## src/rtl/alu_pkg.sv

```systemverilog
package alu_pkg;

  typedef enum logic [2:0] {
    OP_ADD = 3'd0,
    OP_ADC = 3'd1,
    OP_SUB = 3'd2,
    OP_SBB = 3'd3,
    OP_CMP = 3'd4,
    OP_AND = 3'd5,
    OP_OR  = 3'd6,
    OP_XOR = 3'd7
  } alu_op_e;

  // Status flag positions inside the flag word
  localparam int F_CF = 0;
  localparam int F_PF = 2;
  localparam int F_AF = 4;
  localparam int F_ZF = 6;
  localparam int F_SF = 7;
  localparam int F_OF = 11;

  // Size code to bit width, clipped to the datapath width
  function automatic int unsigned size_bits(input logic [1:0] code, input int unsigned max_w);
    int unsigned w;
    case (code)
      2'd0:    w = 8;
      2'd1:    w = 16;
      default: w = 32;
    endcase
    if (w > max_w) w = max_w;
    return w;
  endfunction

  function automatic logic is_logic_op(input alu_op_e op);
    return (op == OP_AND) || (op == OP_OR) || (op == OP_XOR);
  endfunction

  function automatic logic is_sub_op(input alu_op_e op);
    return (op == OP_SUB) || (op == OP_SBB) || (op == OP_CMP);
  endfunction

endpackage

```

## src/rtl/alu_operand_prep.sv

```systemverilog
module alu_operand_prep
  import alu_pkg::*;
#(
  parameter int DATA_W = 32
) (
  input  logic [DATA_W-1:0] a,
  input  logic [1:0]        asz,
  input  logic [DATA_W-1:0] b,
  input  logic [1:0]        bsz,
  output logic [DATA_W-1:0] a_m,
  output logic [DATA_W-1:0] b_x,
  output logic [DATA_W-1:0] mask,
  output logic [DATA_W-1:0] topbit
);
  localparam int IDX_W = $clog2(DATA_W);
  localparam int W1    = IDX_W + 1;

  logic [W1-1:0]    aw;
  logic [W1-1:0]    bw;
  logic [IDX_W-1:0] b_top_idx;
  logic             b_sign;
  logic [DATA_W-1:0] b_ext;

  assign aw        = W1'(size_bits(asz, DATA_W));
  assign bw        = W1'(size_bits(bsz, DATA_W));
  assign b_top_idx = IDX_W'(bw - W1'(1));
  assign b_sign    = b[b_top_idx];

  for (genvar i = 0; i < DATA_W; i++) begin : g_lane
    assign mask[i]   = (aw > W1'(i));
    assign topbit[i] = (aw == W1'(i + 1));
    assign b_ext[i]  = (bw > W1'(i)) ? b[i] : b_sign;
  end

  assign a_m = a & mask;
  assign b_x = b_ext & mask;

endmodule

```

## src/rtl/alu_core.sv

```systemverilog
module alu_core
  import alu_pkg::*;
#(
  parameter int DATA_W = 32,
  parameter int FLAG_W = 32
) (
  input  alu_op_e           op,
  input  logic [DATA_W-1:0] a_m,
  input  logic [DATA_W-1:0] b_x,
  input  logic [DATA_W-1:0] mask,
  input  logic [DATA_W-1:0] topbit,
  input  logic [FLAG_W-1:0] flags_in,
  output logic [DATA_W-1:0] result,
  output logic [FLAG_W-1:0] flags_out,
  output logic              wr_en
);
  localparam int EW = DATA_W + 1;
  localparam logic [FLAG_W-1:0] STATUS_MASK =
      (FLAG_W'(1) << F_CF) | (FLAG_W'(1) << F_PF) | (FLAG_W'(1) << F_AF) |
      (FLAG_W'(1) << F_ZF) | (FLAG_W'(1) << F_SF) | (FLAG_W'(1) << F_OF);

  logic          cin;
  logic [EW-1:0] ext_a, ext_b, ext_c, ext_res;
  logic [DATA_W-1:0] res;
  logic cf, of, af, sf, zf, pf;
  logic [FLAG_W-1:0] status;

  assign cin   = ((op == OP_ADC) || (op == OP_SBB)) ? flags_in[F_CF] : 1'b0;
  assign ext_a = {1'b0, a_m};
  assign ext_b = {1'b0, b_x};
  assign ext_c = EW'(cin);

  always_comb begin
    ext_res = '0;
    cf = 1'b0;
    of = 1'b0;
    af = 1'b0;
    if (is_logic_op(op)) begin
      unique case (op)
        OP_AND:  res = a_m & b_x;
        OP_OR:   res = a_m | b_x;
        default: res = a_m ^ b_x;
      endcase
    end else if (is_sub_op(op)) begin
      ext_res = ext_a - ext_b - ext_c;
      res     = ext_res[DATA_W-1:0] & mask;
      cf      = |(ext_res & ~{1'b0, mask});
      of      = |((a_m ^ b_x) & (a_m ^ res) & topbit);
      af      = a_m[3:0] < b_x[3:0];
    end else begin
      ext_res = ext_a + ext_b + ext_c;
      res     = ext_res[DATA_W-1:0] & mask;
      cf      = |(ext_res & ~{1'b0, mask});
      of      = |(~(a_m ^ b_x) & (a_m ^ res) & topbit);
      af      = ext_a[4] ^ ext_b[4] ^ ext_res[4];
    end
    sf = |(res & topbit);
    zf = (res == '0);
    pf = ~(^res[7:0]);
  end

  always_comb begin
    status         = '0;
    status[F_CF]   = cf;
    status[F_PF]   = pf;
    status[F_AF]   = af;
    status[F_ZF]   = zf;
    status[F_SF]   = sf;
    status[F_OF]   = of;
  end

  assign result    = res;
  assign flags_out = (flags_in & ~STATUS_MASK) | (status & STATUS_MASK);
  assign wr_en     = (op != OP_CMP);

endmodule

```

## src/rtl/alu_out_stage.sv

```systemverilog
module alu_out_stage #(
  parameter int DATA_W = 32,
  parameter int FLAG_W = 32
) (
  input  logic              clk,
  input  logic              rst_n,
  input  logic              take,
  input  logic [DATA_W-1:0] d_result,
  input  logic [FLAG_W-1:0] d_flags,
  input  logic              d_wr_en,
  input  logic              out_ready,
  output logic              full,
  output logic [DATA_W-1:0] q_result,
  output logic [FLAG_W-1:0] q_flags,
  output logic              q_wr_en
);
  always_ff @(posedge clk or negedge rst_n) begin
    if (!rst_n) begin
      full     <= 1'b0;
      q_result <= '0;
      q_flags  <= '0;
      q_wr_en  <= 1'b0;
    end else begin
      if (take) begin
        full     <= 1'b1;
        q_result <= d_result;
        q_flags  <= d_flags;
        q_wr_en  <= d_wr_en;
      end else if (out_ready) begin
        full <= 1'b0;
      end
    end
  end
endmodule

```

## src/rtl/int_alu_flags.sv

```systemverilog
module int_alu_flags
  import alu_pkg::*;
#(
  parameter int DATA_W = 32,
  parameter int FLAG_W = 32
) (
  input  logic              clk,
  input  logic              rst_n,
  input  logic              in_valid,
  output logic              in_ready,
  input  logic [2:0]        in_op,
  input  logic [DATA_W-1:0] in_a,
  input  logic [1:0]        in_asz,
  input  logic [DATA_W-1:0] in_b,
  input  logic [1:0]        in_bsz,
  input  logic [FLAG_W-1:0] in_flags,
  output logic              out_valid,
  input  logic              out_ready,
  output logic [DATA_W-1:0] out_result,
  output logic [FLAG_W-1:0] out_flags,
  output logic              out_wr_en
);
  logic [DATA_W-1:0] a_m, b_x, mask, topbit;
  logic [DATA_W-1:0] c_result;
  logic [FLAG_W-1:0] c_flags;
  logic              c_wr_en;
  logic              full;
  logic              take;

  alu_operand_prep #(.DATA_W(DATA_W)) u_prep (
    .a(in_a), .asz(in_asz), .b(in_b), .bsz(in_bsz),
    .a_m(a_m), .b_x(b_x), .mask(mask), .topbit(topbit)
  );

  alu_core #(.DATA_W(DATA_W), .FLAG_W(FLAG_W)) u_core (
    .op(alu_op_e'(in_op)), .a_m(a_m), .b_x(b_x), .mask(mask), .topbit(topbit),
    .flags_in(in_flags), .result(c_result), .flags_out(c_flags), .wr_en(c_wr_en)
  );

  assign in_ready = !full || out_ready;
  assign take     = in_valid && in_ready;

  alu_out_stage #(.DATA_W(DATA_W), .FLAG_W(FLAG_W)) u_out (
    .clk(clk), .rst_n(rst_n), .take(take),
    .d_result(c_result), .d_flags(c_flags), .d_wr_en(c_wr_en),
    .out_ready(out_ready), .full(full),
    .q_result(out_result), .q_flags(out_flags), .q_wr_en(out_wr_en)
  );

  assign out_valid = full;

endmodule

```

## config.mk

```make
export PLATFORM = sky130hd
export DESIGN_NAME = int_alu_flags
export DESIGN_NICKNAME = d
export VERILOG_FILES = /design/src/rtl/alu_pkg.sv /design/src/rtl/alu_operand_prep.sv /design/src/rtl/alu_core.sv /design/src/rtl/alu_out_stage.sv /design/src/rtl/int_alu_flags.sv
export SDC_FILE = /design/constraint.sdc
export NUM_CORES = 1
export LEC_CHECK = 0
export CAP_MARGIN = 10
export CORE_MARGIN = 4
export CORE_UTILIZATION = 50
export CTS_CLUSTER_DIAMETER = 30
export DETAILED_ROUTE_END_ITERATION = 7
export GPL_TIMING_DRIVEN = 0
export PLACE_DENSITY = 0.76
export SLEW_MARGIN = 15
export SYNTH_ARGS = -nofsm -noshare
export SYNTH_HDL_FRONTEND = slang
export SYNTH_SLANG_ARGS = --single-unit
```

## constraint.sdc

```tcl
create_clock -name clk -period 2.61 [get_ports clk]
set_input_delay 0.3915 -clock clk [delete_from_list [all_inputs] [get_ports clk]]
set_output_delay 0.3915 -clock clk [all_outputs]
set_load 0.03 [all_outputs]
```

Word-level counts from Yosys, hierarchy flattened
Cells that the tools add are included.

storage, ports and cells
  bits in registers = 66
  logic and storage cells = 209
  output and inout port bits = 67

cells by class
  $add $sub $neg = 5
  reductions and logical operators = 18
  bitwise logic cells = 22
  magnitude comparators = 68
  equal/unequal tests = 42
  mux-type cells = 50

operators with widths
  cell                count
  $and 32x32->32      10
  $gt 6x5->1 const B  32
  $eq 6x5->1 const B  16
  $gt 6x4->1 const B  16
  $reduce_or 32->1    3
  $xor 32x32->32      3
  $and 33x33->33      2
  $reduce_or 33->1    2
  $mux 32             2
  $pmux 32 s2         1
  $eq 6x4->1 const B  8
  $gt 6x3->1 const B  8
  $mux 1              42
  $add 32x32->33      1
  $add 33x1->33       1
  $not 32->33         1
  $sub 32x32->33      1
  $sub 33x1->33       1
  $logic_not 32->1    1
  $not 32->32         1
  $or 32x12->32       1
  $or 32x32->32       1
  $eq 6x3->1 const B  4
  $gt 6x1->1 const B  4
  other kinds (24)    43

Depth between registers and ports, before layout
  word-level depth = 19
  depth in mapped cells = 27
  gate-level depth less buffers = 26

By module
Synthesis repeated with hierarchy kept, for this count alone.

second synthesis, totals
  cell total of the unflattened synthesis = 1,937
  area, all modules = 14,575.2 sq um

modules (own cells, without submodules)
  module            seq. area each (sq um)  cells each  instances  area an instance (sq um)
  alu_core          0.0                     1,622       1          10,846.7
  alu_out_stage     1,651.6                 140         1          2,607.5
  alu_operand_prep  0.0                     173         1          1,098.6
  int_alu_flags     0.0                     2           1          22.5

Worst setup path before layout
No wires, ideal clock.

  path type = input to register
  start point = input port in_bsz[0]
  end point = register u_out.q_flags[6]
  arrival = 5.660 ns
  buffers on the path = 1
  library setup time = 0.095 ns
  path slack = -3.145 ns
  stages = 23
  cells stage by stage = nor2_1 -> clkbuf_1 -> inv_1 -> ha_1 -> mux2i_1 -> mux2i_2 -> a21oi_1 -> xnor2_1 -> ha_1 -> a21o_1 -> ha_1 -> a211oi_4 -> o21ai_0 -> xor2_1 -> mux4_2 -> a21oi_1 -> ha_1 -> and4_1 -> nand4_1 -> or4_1 -> or4_1 -> or4_1 -> o31ai_1

between the ends
  cells in the longest elaborated chain, start to end = 16

RTL lines
  what                                              line                            text
  start: declaration                                int_alu_flags.sv:15             input logic [1:0] in_bsz,
  $eq 2x1->1 or $logic_not 2->1 (tied branches)     alu_pkg.sv:25                   case (code)
  $pmux 6 s2 (*)                                    alu_pkg.sv:25
  $gt 6x6->1                                        alu_pkg.sv:30                   if (w > max_w) w = max_w;
  $mux 6 (*)                                        alu_pkg.sv:30
  $sub 5x1->5                                       alu_operand_prep.sv:26          assign b_top_idx = IDX_W'(bw - W1'(1));
  $bmux 1 s5                                        alu_operand_prep.sv:27          assign b_sign = b[b_top_idx];
  $mux 1 (not written as such)                      alu_operand_prep.sv:27
  $mux 1                                            alu_operand_prep.sv:32          assign b_ext[i] = (bw > W1'(i)) ? b[i] : b_sign;
  $and 32x32->32 (*)                                alu_operand_prep.sv:36          assign b_x = b_ext & mask;
  $add 32x32->33 or $sub 32x32->33 (tied branches)  alu_core.sv:51, alu_core.sv:45
  $add 33x1->33 or $sub 33x1->33 (tied branches)    alu_core.sv:51, alu_core.sv:45
  $and 32x32->32, on equally long branches          alu_core.sv:52, alu_core.sv:46
  $mux 32                                           alu_core.sv:44                  end else if (is_sub_op(op)) begin
  $mux 32 (*)                                       alu_core.sv:38                  if (is_logic_op(op)) begin
  $logic_not 32->1 (*)                              alu_core.sv:58                  zf = (res == '0);
  $or 32x12->32 (*)                                 alu_core.sv:73                  assign flags_out = (flags_in & ~STATUS_MASK) | (status & STATUS_MASK);
  end signal: assignment                            alu_out_stage.sv:27             q_flags <= d_flags;
  end: declaration                                  alu_out_stage.sv:14             output logic [FLAG_W-1:0] q_flags,

Mark *: on every way between the ends. The rest lies on a longest branch, timed or not. The select of a mux whose other input is x is not followed.
A chain may end at the register's enable or synchronous reset.

Final worst setup path
  start point = input port in_bsz[1]
  end point = register u_out.q_flags[6]

Same word-level chain as after synthesis.

==> flow_summary.yaml <==
timing:
  final-hold-violation-count: 0
  tightest_slew_ps: 928
  period_needed_ps: 5650
  worst_slack_ps: -3040
  rsz0062_at_grt: "yes"
  max_slew_margin: 0.381
  fin_skew_ps: 6.99
  whs_ps: 432
  fin_crit_sh: 2.16
  max_freq_mhz: 177
  drv_slew: 0
  setup_viol: 38
critical_path:
  reg2reg_depth: 10
  crit_slowest_cell: "or4_1"
  critPathMaxFanout: 3
  reg2reg_to: "u_out.q_flags[6]$_DFFE_PN0P_"
  arrival_ps: 5890
  r2r-start: "u_out.full$_DFFE_PN0P_"
  startpoint_type: "primary input"
  crit_required_ps: 2850
  cp-endpoint: "u_out.q_flags[6]$_DFFE_PN0P_"
  max_stage_delay_ps: 500
  reg2reg_slack_ps: -640
  cp-end-kind: "register"
  path_class: "primary input to register"
  cp-startpoint: "in_bsz[1]"
yosys:
  yosys.area.top_type: "ha_1"
  yosysWarnings: 0
  synth-adder-area-share: 0.179
  yosys_most_used_dff: "dfrtp_1"
  ys_top_cells_by_area: "ha_1, dfrtp_1, nand2_1, o21ai_0, inv_1"
  synthSimpleGateAreaFrac: 0.225
  yosysTopAreaCellShare: 0.174
  synth.area.mux_share: 0.0488
  synth_edf_count: 0
  synth_compound_area_frac: 0.243
  synthesis.area_um2: 9900
  postSynthCellCount: 1384
  synth-seq-cells: 66
  async_flop_share: 1.00
  synth_seq_area_share: 0.167
  synth_cell_types: 79
  synthXorXnorAreaFrac: 0.0566
  synth_top_family_by_area: "compound AO/OA/AOI/OAI gates"
  synthesis.nets: 1631
  synth_area_per_cell_um2: 7.15
floorplan:
  core.rowCount: 51
  die-area_um2: 22100
  dieHeight_um: 149
  initial_core_util: 0.509
  io-pin-count: 174
  core_um2: 19500
  die_w_um: 149
layout:
  drive_above_1_share: 0.240
  multi_input_area_um2: 8900
  final_cell_mix: "nand2_1, clkdlybuf4s50_1, inv_1"
  layout_commonest_cell: "nand2_1"
  regArea_um2: 1650
  syn2layout_area_growth_pct: 47.2
  fin_area_um2: 14600
  final_nets: 1898
  diodes: 0
  fill_cells: 1470
place:
  pre_cts_ws_ps: -4870
  numPortBuffers: 166
  dpl.hpwl_um: 29700
  gp_congestion: 0.980
  place_area_um2: 12100
detailed_routing:
  post-route-drc-count: 0
  ant_nets: 0
  wl_per_cell_um: 20.8
  drt_iter0_markers: 1266
  first_pass_iters: 6
  postRouteWirelength_um: 40000
  vias: 11600
  viasPerCell: 6.05
clocking:
  h-tree-depth: 3
  cts.sinks: 66
  cts-buffers-inserted: 9
  clk_pin_slew_ps: 60
  clk_path_buf_depth: 2
  cts_tree: "done"
  cts_root_buffer: "clkbuf_16"
  clock_latency_ps: 330
job:
  drv_cap: 0
global_routing:
  grt-ovfl-total: 0
  antenna_found_initial: 0
  grt_pass1_vias: 11100
  grt_max_degree: 61
  grt_first_pass_wirelength_um: 59800
  track_usage: 0.339
run_status:
  status: "complete, but fails checks"
  violations: "negative setup slack"
power_and_ir_drop:
  power_leakage_uw: 0.00639
  irDropWorstVdd_mv: 0.326
  powerDensity_nw_per_um2: 615
hold_path:
  min-delay-path-class: "primary input to async pin"
## cell families after synthesis
family | Yosys count
AO/OA/AOI/OAI | 378
XOR/XNOR | 64
adder cells (fa/ha/maj) | 140
AND/OR/NAND/NOR | 483
multiplexers | 42
buffers and inverters | 211
flip-flops | 66
## synthesized netlist by cell type (all sizes together), types with 23 or more instances
library cell,n
a21oi,82
clkbuf,72
nand3,23
xor2,27
nand4,24
nand2,239
ha,138
inv,131
and2,31
dfrtp,66
o21ai,144
nor2,80
xnor2,37
mux2,27
## area by class of cell
class,instances,share of cell area
Buffer,71,0.0276
Clock buffer,9,0.0155
Clock inverter,7,0.00404
Inverter,131,0.0343
Multi-Input combinational cell,1107,0.611
Sequential cell,66,0.113
Tap cell,265,0.0228
Timing Repair Buffer,265,0.172
## what timing repair did
| item | 4_1_cts | 5_1_grt |
|---|---|---|
| endpoints found under the setup margin | 39 | 39 |
| cloned | 0 | 0 |
| gates resized for setup | 256 | 92 |
| endpoints found under the hold margin | 6 | 0 |
| buffers inserted | 71 | 29 |
| pin swaps | 81 | 82 |
| hold buffers | 1 | 0 |
## where the power goes
group          switching (uW)  total, uW  internal, uW
Sequential                128       1360          1230
Clock                     489       1150           657
Combinational            3690       6450          2760
Total                    4310       8960          4650
## routing by layer
metal  vias up  wire length (um)  track usage
met1      5398             15900        0.435
met2       710             18300        0.571
met3       178              3700       0.0484
met4         0              2080        0.146
met5         -                 0            0
li1       5329                 -            -
## worst max-delay path, delay by kind of cell
kind,cells,cell delay [ps]
and+or+nand+nor,6,1680
AOI/OAI and AO/OA,7,1650
buffers and inverters,7,600
muxes,2,410
adders and majority gates,4,980
xor gates and xnor gates,1,160
## worst min path at each step
stage / startpoint / endpoint / slack [ps] / depth (start not counted)
global route: rst_n / u_out.q_result[18]$_DFFE_PN0P_ / 440 / 2
detailed placement: rst_n / u_out.q_result[27]$_DFFE_PN0P_ / 220 / 1
floorplan: rst_n / u_out.full$_DFFE_PN0P_ / 100 / 0
finish: rst_n / u_out.q_result[27]$_DFFE_PN0P_ / 430 / 2
CTS: rst_n / u_out.q_result[27]$_DFFE_PN0P_ / 420 / 2
global placement: u_out.q_result[20]$_DFFE_PN0P_ / u_out.q_result[20]$_DFFE_PN0P_ / 460 / 2
## registers in the layout (all words and copies together), names as in the netlist
signal,flops
u_out.q_wr_en,1
u_out.q_result,32
u_out.full,1
u_out.q_flags,32
## through the flow
| stage | total power (uW) | setup TNS (ps) | util | instances |
|---|---|---|---|---|
| floorplan | 4510 | -48100 | - | 1384 |
| global placement | 6050 | -183440 | 0.622 | 1815 |
| detailed placement | 6120 | -120900 | 0.623 | 1816 |
| CTS | 8310 | -55920 | 0.720 | 1897 |
| global route | 9380 | -66310 | 0.749 | 1921 |
| finish | 8960 | -61880 | 0.749 | 1921 |
No activity file was read; power rests on OpenSTA's default activity.
